### src/rtl/cache2w_pkg.sv
package cache2w_pkg;
  typedef struct packed {
    logic touch;      // set replacement bit away from way
    logic writeWord;  // write one doubleword
    logic fromMem;    // word source: memory beat (1) or store data (0)
    logic install;    // set tag, valid, dirty=markDirty
    logic markDirty;
    logic way;
  } ctlStrobe_t;

  typedef enum logic [1:0] {ST_IDLE, ST_WBACK, ST_FREQ, ST_FILL} ctlState_t;
endpackage

### src/rtl/cache2w_datapath.sv
module cache2w_datapath import cache2w_pkg::*; #(
  parameter int SETS   = 4,
  parameter int WORDS  = 4,
  parameter int TAG_W  = 6,
  parameter int DATA_W = 64,
  localparam int IDX_W = $clog2(SETS),
  localparam int OFF_W = $clog2(WORDS)
) (
  input  logic              clk,
  input  logic              rstN,
  input  logic [IDX_W-1:0]  lookIdx,
  input  logic [TAG_W-1:0]  lookTag,
  input  logic [OFF_W-1:0]  wordOff,
  input  logic              rdWay,
  input  logic [OFF_W-1:0]  rdOff,
  input  logic [DATA_W-1:0] cpuData,
  input  logic [DATA_W-1:0] memData,
  input  ctlStrobe_t        stb,
  input  logic              lockWe,
  input  logic [IDX_W-1:0]  lockIdx,
  input  logic [1:0]        lockWays,
  output logic              hit,
  output logic              hitWay,
  output logic              victimWay,
  output logic              bothLocked,
  output logic              victimDirty,
  output logic [TAG_W-1:0]  victimTag,
  output logic [DATA_W-1:0] rdData
);
  logic [SETS-1:0][1:0] validQ, dirtyQ, lockQ;
  logic [SETS-1:0]      lruQ;
  logic [TAG_W-1:0]     tagQ  [2][SETS];
  logic [DATA_W-1:0]    dataQ [2][SETS][WORDS];
  logic [1:0]           match;
  logic [1:0]           lk;

  for (genvar w = 0; w < 2; w++) begin : g_cmp
    assign match[w] = validQ[lookIdx][w] && (tagQ[w][lookIdx] == lookTag);
  end

  always_comb begin
    hit         = |match;
    hitWay      = match[1];
    lk          = lockQ[lookIdx];
    bothLocked  = &lk;
    victimWay   = lk[0] ? 1'b1 : (lk[1] ? 1'b0 : lruQ[lookIdx]);
    victimDirty = validQ[lookIdx][victimWay] & dirtyQ[lookIdx][victimWay];
    victimTag   = tagQ[victimWay][lookIdx];
    rdData      = dataQ[rdWay][lookIdx][rdOff];
  end

  always_ff @(posedge clk) begin
    if (!rstN) begin
      validQ <= '0;
      dirtyQ <= '0;
      lockQ  <= '0;
      lruQ   <= '0;
    end else begin
      if (stb.touch) lruQ[lookIdx] <= ~stb.way;
      if (stb.install) begin
        validQ[lookIdx][stb.way] <= 1'b1;
        dirtyQ[lookIdx][stb.way] <= stb.markDirty;
      end else if (stb.markDirty) begin
        dirtyQ[lookIdx][stb.way] <= 1'b1;
      end
      if (lockWe) lockQ[lockIdx] <= lockWays;
    end
  end

  always_ff @(posedge clk) begin
    if (stb.install) tagQ[stb.way][lookIdx] <= lookTag;
    if (stb.writeWord)
      dataQ[stb.way][lookIdx][wordOff] <= stb.fromMem ? memData : cpuData;
  end
endmodule

### src/rtl/cache2w_control.sv
module cache2w_control import cache2w_pkg::*; #(
  parameter int SETS   = 4,
  parameter int WORDS  = 4,
  parameter int TAG_W  = 6,
  parameter int DATA_W = 64,
  localparam int IDX_W  = $clog2(SETS),
  localparam int OFF_W  = $clog2(WORDS),
  localparam int ADDR_W = TAG_W + IDX_W + OFF_W
) (
  input  logic              clk,
  input  logic              rstN,
  input  logic              reqValid,
  output logic              reqReady,
  input  logic              reqWrite,
  input  logic              reqWt,
  input  logic [IDX_W-1:0]  reqIdx,
  input  logic [TAG_W-1:0]  reqTag,
  input  logic [OFF_W-1:0]  reqOff,
  input  logic [DATA_W-1:0] reqData,
  output logic              rspValid,
  output logic              rspHit,
  output logic [DATA_W-1:0] rspData,
  output logic              memReqValid,
  output logic              memReqWrite,
  output logic [ADDR_W-1:0] memReqAddr,
  output logic [DATA_W-1:0] memReqData,
  input  logic              memRspValid,
  input  logic [DATA_W-1:0] memRspData,
  input  logic              hit,
  input  logic              hitWay,
  input  logic              victimWay,
  input  logic              bothLocked,
  input  logic              victimDirty,
  input  logic [TAG_W-1:0]  victimTag,
  input  logic [DATA_W-1:0] rdData,
  output logic [IDX_W-1:0]  lookIdx,
  output logic [TAG_W-1:0]  lookTag,
  output logic [OFF_W-1:0]  wordOff,
  output logic              rdWay,
  output logic [OFF_W-1:0]  rdOff,
  output logic [DATA_W-1:0] cpuData,
  output ctlStrobe_t        stb
);
  localparam logic [OFF_W-1:0] LAST = OFF_W'(WORDS - 1);

  ctlState_t         state;
  logic [IDX_W-1:0]  sIdx;
  logic [TAG_W-1:0]  sTag, sVTag;
  logic [OFF_W-1:0]  sOff, cnt, fillOff;
  logic [DATA_W-1:0] sData;
  logic              sWr, sWay, sAlloc;
  logic              idle, accept, firstBeat;

  always_comb begin
    idle      = (state == ST_IDLE);
    reqReady  = idle;
    accept    = idle & reqValid;
    fillOff   = sOff + cnt;
    lookIdx   = idle ? reqIdx  : sIdx;
    lookTag   = idle ? reqTag  : sTag;
    wordOff   = idle ? reqOff  : fillOff;
    rdWay     = idle ? hitWay  : sWay;
    rdOff     = idle ? reqOff  : cnt;
    cpuData   = idle ? reqData : sData;
    firstBeat = (state == ST_FILL) && memRspValid && (cnt == '0);
    stb = '0;
    if (accept && hit) begin
      stb.touch     = 1'b1;
      stb.way       = hitWay;
      stb.writeWord = reqWrite;
      stb.markDirty = reqWrite & ~reqWt;
    end else if ((state == ST_FILL) && memRspValid && sAlloc) begin
      stb.way       = sWay;
      stb.writeWord = 1'b1;
      stb.fromMem   = !(firstBeat && sWr);
      stb.install   = firstBeat;
      stb.touch     = firstBeat;
      stb.markDirty = firstBeat & sWr;
    end
  end

  always_ff @(posedge clk) begin
    if (!rstN) begin
      state       <= ST_IDLE;
      rspValid    <= 1'b0;
      rspHit      <= 1'b0;
      rspData     <= '0;
      memReqValid <= 1'b0;
      memReqWrite <= 1'b0;
      memReqAddr  <= '0;
      memReqData  <= '0;
      sIdx <= '0; sTag <= '0; sVTag <= '0; sOff <= '0; cnt <= '0;
      sData <= '0; sWr <= 1'b0; sWay <= 1'b0; sAlloc <= 1'b0;
    end else begin
      rspValid    <= 1'b0;
      memReqValid <= 1'b0;
      unique case (state)
        ST_IDLE: if (accept) begin
          if (hit || (reqWrite && (reqWt || bothLocked))) begin
            rspValid <= 1'b1;
            rspHit   <= hit;
            rspData  <= reqWrite ? '0 : rdData;
            if (reqWrite && (reqWt || !hit)) begin
              memReqValid <= 1'b1;
              memReqWrite <= 1'b1;
              memReqAddr  <= {reqTag, reqIdx, reqOff};
              memReqData  <= reqData;
            end
          end else begin
            sIdx   <= reqIdx;  sTag  <= reqTag;   sOff <= reqOff;
            sData  <= reqData; sWr   <= reqWrite;
            sWay   <= victimWay; sVTag <= victimTag;
            sAlloc <= !bothLocked;
            cnt    <= '0;
            state  <= (!bothLocked && victimDirty) ? ST_WBACK : ST_FREQ;
          end
        end
        ST_WBACK: begin
          memReqValid <= 1'b1;
          memReqWrite <= 1'b1;
          memReqAddr  <= {sVTag, sIdx, cnt};
          memReqData  <= rdData;
          cnt         <= cnt + 1'b1;
          if (cnt == LAST) state <= ST_FREQ;
        end
        ST_FREQ: begin
          memReqValid <= 1'b1;
          memReqWrite <= 1'b0;
          memReqAddr  <= {sTag, sIdx, sOff};
          memReqData  <= '0;
          cnt         <= '0;
          state       <= ST_FILL;
        end
        ST_FILL: if (memRspValid) begin
          if (cnt == '0) begin
            rspValid <= 1'b1;
            rspHit   <= 1'b0;
            rspData  <= sWr ? '0 : memRspData;
          end
          cnt <= cnt + 1'b1;
          if (cnt == LAST) state <= ST_IDLE;
        end
        default: state <= ST_IDLE;
      endcase
    end
  end
endmodule

### src/rtl/dcache_2way.sv
module dcache_2way import cache2w_pkg::*; #(
  parameter int SETS   = 4,
  parameter int WORDS  = 4,
  parameter int TAG_W  = 6,
  parameter int DATA_W = 64,
  localparam int IDX_W  = $clog2(SETS),
  localparam int OFF_W  = $clog2(WORDS),
  localparam int ADDR_W = TAG_W + IDX_W + OFF_W
) (
  input  logic              clk,
  input  logic              rstN,
  input  logic              reqValid,
  output logic              reqReady,
  input  logic              reqWrite,
  input  logic              reqWt,
  input  logic [IDX_W-1:0]  reqIdx,
  input  logic [TAG_W-1:0]  reqTag,
  input  logic [OFF_W-1:0]  reqOff,
  input  logic [DATA_W-1:0] reqData,
  output logic              rspValid,
  output logic              rspHit,
  output logic [DATA_W-1:0] rspData,
  input  logic              lockWe,
  input  logic [IDX_W-1:0]  lockIdx,
  input  logic [1:0]        lockWays,
  output logic              memReqValid,
  output logic              memReqWrite,
  output logic [ADDR_W-1:0] memReqAddr,
  output logic [DATA_W-1:0] memReqData,
  input  logic              memRspValid,
  input  logic [DATA_W-1:0] memRspData
);
  ctlStrobe_t        stb;
  logic              hitW, hitWay, victimWay, bothLocked, victimDirty, rdWay;
  logic [TAG_W-1:0]  victimTag, lookTag;
  logic [IDX_W-1:0]  lookIdx;
  logic [OFF_W-1:0]  wordOff, rdOff;
  logic [DATA_W-1:0] rdData, cpuData;

  cache2w_control #(.SETS(SETS), .WORDS(WORDS), .TAG_W(TAG_W), .DATA_W(DATA_W)) u_ctl (
    .clk(clk), .rstN(rstN), .reqValid(reqValid), .reqReady(reqReady),
    .reqWrite(reqWrite), .reqWt(reqWt), .reqIdx(reqIdx), .reqTag(reqTag),
    .reqOff(reqOff), .reqData(reqData), .rspValid(rspValid), .rspHit(rspHit),
    .rspData(rspData), .memReqValid(memReqValid), .memReqWrite(memReqWrite),
    .memReqAddr(memReqAddr), .memReqData(memReqData), .memRspValid(memRspValid),
    .memRspData(memRspData), .hit(hitW), .hitWay(hitWay), .victimWay(victimWay),
    .bothLocked(bothLocked), .victimDirty(victimDirty), .victimTag(victimTag),
    .rdData(rdData), .lookIdx(lookIdx), .lookTag(lookTag), .wordOff(wordOff),
    .rdWay(rdWay), .rdOff(rdOff), .cpuData(cpuData), .stb(stb)
  );

  cache2w_datapath #(.SETS(SETS), .WORDS(WORDS), .TAG_W(TAG_W), .DATA_W(DATA_W)) u_dp (
    .clk(clk), .rstN(rstN), .lookIdx(lookIdx), .lookTag(lookTag), .wordOff(wordOff),
    .rdWay(rdWay), .rdOff(rdOff), .cpuData(cpuData), .memData(memRspData),
    .stb(stb), .lockWe(lockWe), .lockIdx(lockIdx), .lockWays(lockWays),
    .hit(hitW), .hitWay(hitWay), .victimWay(victimWay), .bothLocked(bothLocked),
    .victimDirty(victimDirty), .victimTag(victimTag), .rdData(rdData)
  );
endmodule

### config.mk
export PLATFORM = sky130hd
export DESIGN_NAME = dcache_2way
export DESIGN_NICKNAME = d
export VERILOG_FILES = /design/src/rtl/cache2w_pkg.sv /design/src/rtl/cache2w_datapath.sv /design/src/rtl/cache2w_control.sv /design/src/rtl/dcache_2way.sv
export SDC_FILE = /design/constraint.sdc
export NUM_CORES = 2
export LEC_CHECK = 0
export CAP_MARGIN = 20
export CORE_AREA = 5 5 566 568
export DETAILED_ROUTE_END_ITERATION = 8
export DIE_AREA = 0 0 571 573
export DONT_BUFFER_PORTS = 1
export PLACE_DENSITY_LB_ADDON = 0.12
export SYNTH_ARGS = -nofsm -noshare
export SYNTH_HDL_FRONTEND = slang
export SYNTH_HIERARCHICAL = 1
export SYNTH_SLANG_ARGS = --single-unit
### constraint.sdc
create_clock -name clk -period 8.4 [get_ports clk]
set_clock_uncertainty 0.2 [all_clocks]
set_input_delay 0.84 -clock clk [delete_from_list [all_inputs] [get_ports clk]]
set_output_delay 0.84 -clock clk [all_outputs]
set_load 0.02 [all_outputs]
Word level (Yosys, flattened, before mapping):

Memories as Yosys holds them, arrays and structs flattened.
Cells that the tools add are included.
W data, S select, Z words.

* output and inout bits: 143
* word-level logic and storage cells: 213
* memory bits (writable): 2096
* memories: 2
* flip-flop bits (word level): 257

Memories
* u_dp.dataQ: words 2, bits a word 1024, read ports 1, clocked after Yosys merged registers in 0, wr ports 1, RTL line cache2w_datapath.sv:33 `logic [DATA_W-1:0] dataQ [2][SETS][WORDS];`
* u_dp.tagQ: words 2, bits a word 24, read ports 3, clocked after Yosys merged registers in 0, wr ports 1, RTL line cache2w_datapath.sv:32 `logic [TAG_W-1:0] tagQ [2][SETS];`

* reductions and logical operators: 34
* order comparisons: 12
* $add $sub $neg: 2
* muxes and demuxes: 107
* equal/unequal tests: 14
* bitwise logic cells: 12

Operator list (number)
* $mux W1024: 1
* $mux W64: 14
* $mux W256: 3
* $bmux W256 S2: 1
* $demux W256 S2: 1
* $pmux W64 S3: 1
* $bmux W64 S2: 1
* $demux W64 S2: 1
* $pmux W64 S2: 1
* $mux W6: 9
* $mux W2: 20
* $bmux W6 S2: 3
* $mux W10: 3
* $pmux W10 S3: 1
* $mux W1: 26
* $mux W24: 1
* $bwmux W8: 2
* $mux W8: 2
* $or A8 B8 Y8: 2
* $pmux W2 S4: 2
* $logic_and A1 B1 Y1: 15
* $bmux W2 S2: 3
* $demux W6 S2: 1
* $eq A6 B6 Y1: 2
* 32 further kinds: 65

Logic depth before layout (Yosys ltp):

* word-level depth: 20
* gate-level depth with buffers: 25
* gate-level depth less buffers: 16

By module:

Netlist, hierarchy kept.

By module, submodules not included
* cache2w_datapath: times used 1, area an instance 82386.5 um^2, seq. area each 63500.9 um^2, cells each 4263
* cache2w_control: times used 1, area an instance 11549.8 um^2, seq. area each 4584.4 um^2, cells each 1302

Least setup slack after synthesis:

OpenSTA, ideal clock, no wires.

* path type: reg2reg
* start: register u_ctl.state[0]
* end: memory u_dp/dataQ[1][192] (netlist name), enable pin
* setup slack: 0.761 ns
* data required time: 7.713 ns
* data arrival time: 6.952 ns
* buffers on the path: 6
* cell stages (with the launch flop): 21
* period minus slack after synthesis: 7.639 ns
* cell sequence: dfxtp_1 -> inv_1 -> ha_1 -> buf_2 -> buf_1 -> mux2_2 -> buf_2 -> buf_2 -> buf_2 -> mux2i_1 -> mux2_2 -> xor2_1 -> nand3_1 -> o21bai_1 -> inv_1 -> nor2_1 -> nand2_1 -> o21ai_0 -> clkbuf_1 -> or3b_2 -> nor2_1

RTL lines
* from (decl): RTL line cache2w_control.sv:46 `ctlState_t state;`
* from (signal assigned): RTL line cache2w_control.sv:115 `state <= (!bothLocked && victimDirty) ? ST_WBACK : ST_FREQ;`
* to (decl): RTL line cache2w_datapath.sv:33

Worst setup path after layout:

* start: register u_ctl.state[0]
* end: register u_ctl.rspData[15]

* elaborated cells on any way between the ends: 45

RTL lines
* $logic_not A2 Y1: RTL line cache2w_control.sv:55 `idle = (state == ST_IDLE);`
* $mux W6: RTL line cache2w_control.sv:60 `lookTag = idle ? reqTag : sTag;`
* via lookTag[1]: RTL line dcache_2way.sv:35 `logic [TAG_W-1:0] victimTag, lookTag;`
* $eq A6 B6 Y1: RTL line cache2w_datapath.sv:38 `assign match[w] = validQ[lookIdx][w] && (tagQ[w][lookIdx] == lookTag);`
* $logic_and A1 B1 Y1: RTL line cache2w_datapath.sv:38
* via hitWay: RTL line dcache_2way.sv:34 `logic hitW, hitWay, victimWay, bothLocked, victimDirty, rdWay;`
* $mux W1: RTL line cache2w_control.sv:62 `rdWay = idle ? hitWay : sWay;`
* via rdWay: RTL line dcache_2way.sv:34
* [2 not listed]
* $mux W256 (not written as such) (2 in series): RTL line cache2w_datapath.sv:49 `rdData = dataQ[rdWay][lookIdx][rdOff];`
* $bmux W64 S2: RTL line cache2w_datapath.sv:49
* $mux W64 (not written as such) (2 in series): RTL line cache2w_datapath.sv:49
* via rdData[15]: RTL line dcache_2way.sv:38 `logic [DATA_W-1:0] rdData, cpuData;`
* $mux W64: RTL line cache2w_control.sv:102 `rspData <= reqWrite ? '0 : rdData;`
* $mux W64: RTL line cache2w_control.sv:99 `if (hit || (reqWrite && (reqWt || bothLocked))) begin`
* $mux W64: RTL line cache2w_control.sv:98 `ST_IDLE: if (accept) begin`
* $pmux W64 S2: RTL line cache2w_control.sv:97 `unique case (state)`
* to (signal assigned): RTL line cache2w_control.sv:102
* to (signal assigned): RTL line cache2w_control.sv:138 `rspData <= sWr ? '0 : memRspData;`
* to (decl): RTL line cache2w_control.sv:22 `output logic [DATA_W-1:0] rspData,`

The timed path passes the listed nets, and every way through them passes these cells. The select of a mux whose other input is x is not followed.
A chain may end at the register's enable or synchronous reset.

==> qor.yml <==
die_h_um: 573
dr.pass1.iters: 7
postRouteAntennaNets: 0
wirelength_um: 347200
die_w_um: 571
syn-num-nets: 5723
reg2reg_slack_ns: 1.36
yosysSeqAreaShare_pct: 72.48
ys_types: 59
layout_commonest_cell: "edfxtp_1"
place_ws_ns: 1.530
setup_violations: 0
rsz0062_at_grt: "no"
hold_viol: 0
outcome: "finished, final reports clean"
wl_per_cell_um: 34.45
fillers: 29590
synthCells: 5565
drt_iter0_markers: 4751
crit_start: "u_ctl/state[0]"
stdcell_count: 10079
arrival_ns: 7.56
cts_tree: "done"
row_count: 206
worstPathMaxFanout: 65
end_kind: "register"
worst_slack_ns: 1.362
io_buffers: 0
grt_pass1_vias: 53963
globalplace.congestion: 0.7456
dp_hpwl_um: 193400
max-slew-margin-rel_pct: 28.25
p_per_area_nw_per_um2: 336.3
cts_made_buffers: 269
dr_total_vias: 54170
synthesis.area_um2: 93940
p_leak_uw: 0.03348
ff2ff_path_depth: 19
hold_path.class: "input port to register"
initial_core_util_pct: 29.90
route.detailed.drc: 0
core-area_um2: 314200
track_usage_pct: 20.61
holdPathStages: 3
placed_cells: 9474
finalCritPeriodShare_pct: 83.79
drive_gt1_share_pct: 17.27
layout.nets: 5855
peakVddDrop_mv: 0.3093
start_kind: "register"
clock_path_buffers: 4
finalSetupTns_ns: 0
yosysWarnings: 6
tightest_slew_ns: 1.076
min_period_ns: 7.038
postCtsSetupRepairBufs: 0
r2r-start: "u_ctl/state[0]"
htreeDepth: 5
maxCapViolCount: 0
synth_ff_type: "edfxtp_1"
layout_common_cells: "edfxtp_1, mux2i_1, a22oi_1"
syn_area_per_cell_um2: 16.88
vias_per_cell: 5.375
fmax_mhz: 142.1
grt_pass1_wl_um: 474700
root_buffer: "clkbuf_16"
worst_r2r_endpoint: "u_ctl/rspData[15]"
clock_latency_ns: 0.88
dieArea_um2: 327200
whs_ns: 0.07140
crit_type: "register to register"
grt_overflow: 0
final-max-slew-violation-count: 0
cts_sinks: 2353
async_flop_share_pct: 0
endpoint: "u_ctl/rspData[15]"
ys_ff_latch: 2353
antenna_found_initial: 27
cp.required_ns: 8.92
synth_edf_count: 2096
ios: 292
grt_max_degree: 110
area_growth_pct: 16.14
clkTransAtPathRegs_ns: 0.06
[layer usage]
metal  vias up  track usage [%]  wire, um
met5         -                0        34
met4         4            5.203      8963
met3       442            3.083     16930
met2      1614            34.50    169400
met1     29321            28.05    151900
li1      22789                -         -
[sequential cells by signal, summed over array words and instances (netlist names), 2 cells and up]
signal / count
u_dp/dirtyQ: 8
u_dp/dataQ: 2048
u_ctl/sTag: 6
u_ctl/memReqAddr: 10
u_ctl/memReqData: 64
u_dp/lruQ: 4
u_ctl/state: 2
u_ctl/rspData: 64
u_ctl/cnt: 2
u_ctl/sData: 64
u_dp/tagQ: 48
u_dp/validQ: 8
u_ctl/sOff: 2
u_ctl/sIdx: 2
u_ctl/sVTag: 6
u_dp/lockQ: 8
[repair_timing]
| action | 4_1_cts | 5_1_grt |
|---|---|---|
| hold buffers | 111 | 0 |
| endpoints found under the hold margin | 190 | 0 |
| gates resized for setup | 0 | 0 |
[cell usage after synthesis, types with 4 or more instances]
library cell / number / area [um^2]
edfxtp_1: 2096 / 62940
mux2i_1: 666 / 6666
a22oi_1: 373 / 2800
nand2_1: 334 / 1254
dfxtp_1: 257 / 5145
a21oi_1: 248 / 1241
mux2_2: 206 / 2320
clkbuf_1: 205 / 769.5
o221ai_1: 192 / 1682
mux4_2: 143 / 3221
buf_2: 142 / 710.7
nand2b_1: 73 / 456.7
nand3_1: 73 / 365.4
nor2_1: 71 / 266.5
a31oi_1: 67 / 419.2
a221oi_1: 64 / 560.5
a311oi_1: 53 / 464.2
a211oi_2: 49 / 613.1
buf_4: 31 / 232.7
buf_6: 27 / 304.0
nor3b_1: 20 / 150.1
a311oi_2: 18 / 270.3
o21ai_0: 18 / 90.09
a211oi_1: 17 / 127.6
buf_1: 16 / 60.06
inv_1: 13 / 48.80
o211ai_1: 12 / 90.09
ha_1: 9 / 112.6
xnor2_1: 7 / 61.31
xor2_1: 7 / 61.31
nand3b_1: 6 / 45.04
nor2b_1: 6 / 37.54
and2_1: 4 / 25.02
nand4_1: 4 / 25.02
nor3_1: 4 / 20.02
[power breakdown]
group	internal (uW)	total, uW	switching, uW
Clock	6720	11500	4790
Combinational	2770	9950	7180
Sequential	14400	15200	832
Total	23900	36700	12800
[worst min-delay path by stage]
stage | start | to | slack [ns]
3_3_place_gp | u_ctl/sData[61] | u_ctl/sData[61] | 0.24
2_1_floorplan | u_ctl/sData[0] | u_ctl/sData[0] | 0.23
3_5_place_dp | u_ctl/sData[55] | u_ctl/sData[55] | 0.25
5_1_grt | memRspData[43] | u_ctl/rspData[43] | 0.05
6_report | lockIdx[1] | u_dp/lockQ[7] | 0.07
4_1_cts | memRspData[59] | u_ctl/rspData[59] | 0.001
[final cells by class]
cell class | instances | area (um^2) | area share [%]
timing repair buffer | 285 | 3063 | 2.808
clock buffer | 355 | 7356 | 6.743
antenna | 19 | 47.55 | 0.04358
multi-input combinational | 2774 | 24160 | 22.14
tap | 4160 | 5205 | 4.771
inverter | 14 | 61.31 | 0.05620
sequential | 2353 | 68090 | 62.41
clock inverter | 119 | 1121 | 1.028
[cell families after synthesis]
kind of cell / Yosys count / synth area share [%]
AOI/OAI and AO/OA: 1127 / 9.045
xor gates and xnor gates: 14 / 0.1305
adders and majority gates: 9 / 0.1199
buffers and inverters: 438 / 2.291
DFF: 2353 / 72.48
muxes: 1015 / 12.99
and+or+nand+nor: 609 / 2.938
[worst max-delay path, cell delays in order, from the launching register on]
cell and delay (ns):
dfxtp_1 0.38, inv_1 0.23, ha_4 0.22, buf_4 0.58, mux2_2 0.51, xnor2_1 0.24
nand4_1 0.12, nor4_2 0.39, nand2_1 0.18, o21ai_4 0.35, buf_12 0.39, buf_12 0.43
mux4_2 0.57, mux2_2 0.27, o221ai_1 0.32, o221ai_1 0.26, nor3b_1 0.21, a21oi_1 0.13
dlygate4sd3_1 0.58, a211oi_2 0.07
[through the flow]
stage	utilization [%]	total power (uW)	area, um^2
after floorplan	-	20990	93940
after global placement	31.65	25400	99450
after detailed placement	31.65	25450	99450
after CTS	34.70	37120	109000
after global routing	34.72	38080	109100
final	34.72	36690	109100
(Power assumes the default switching activity.)
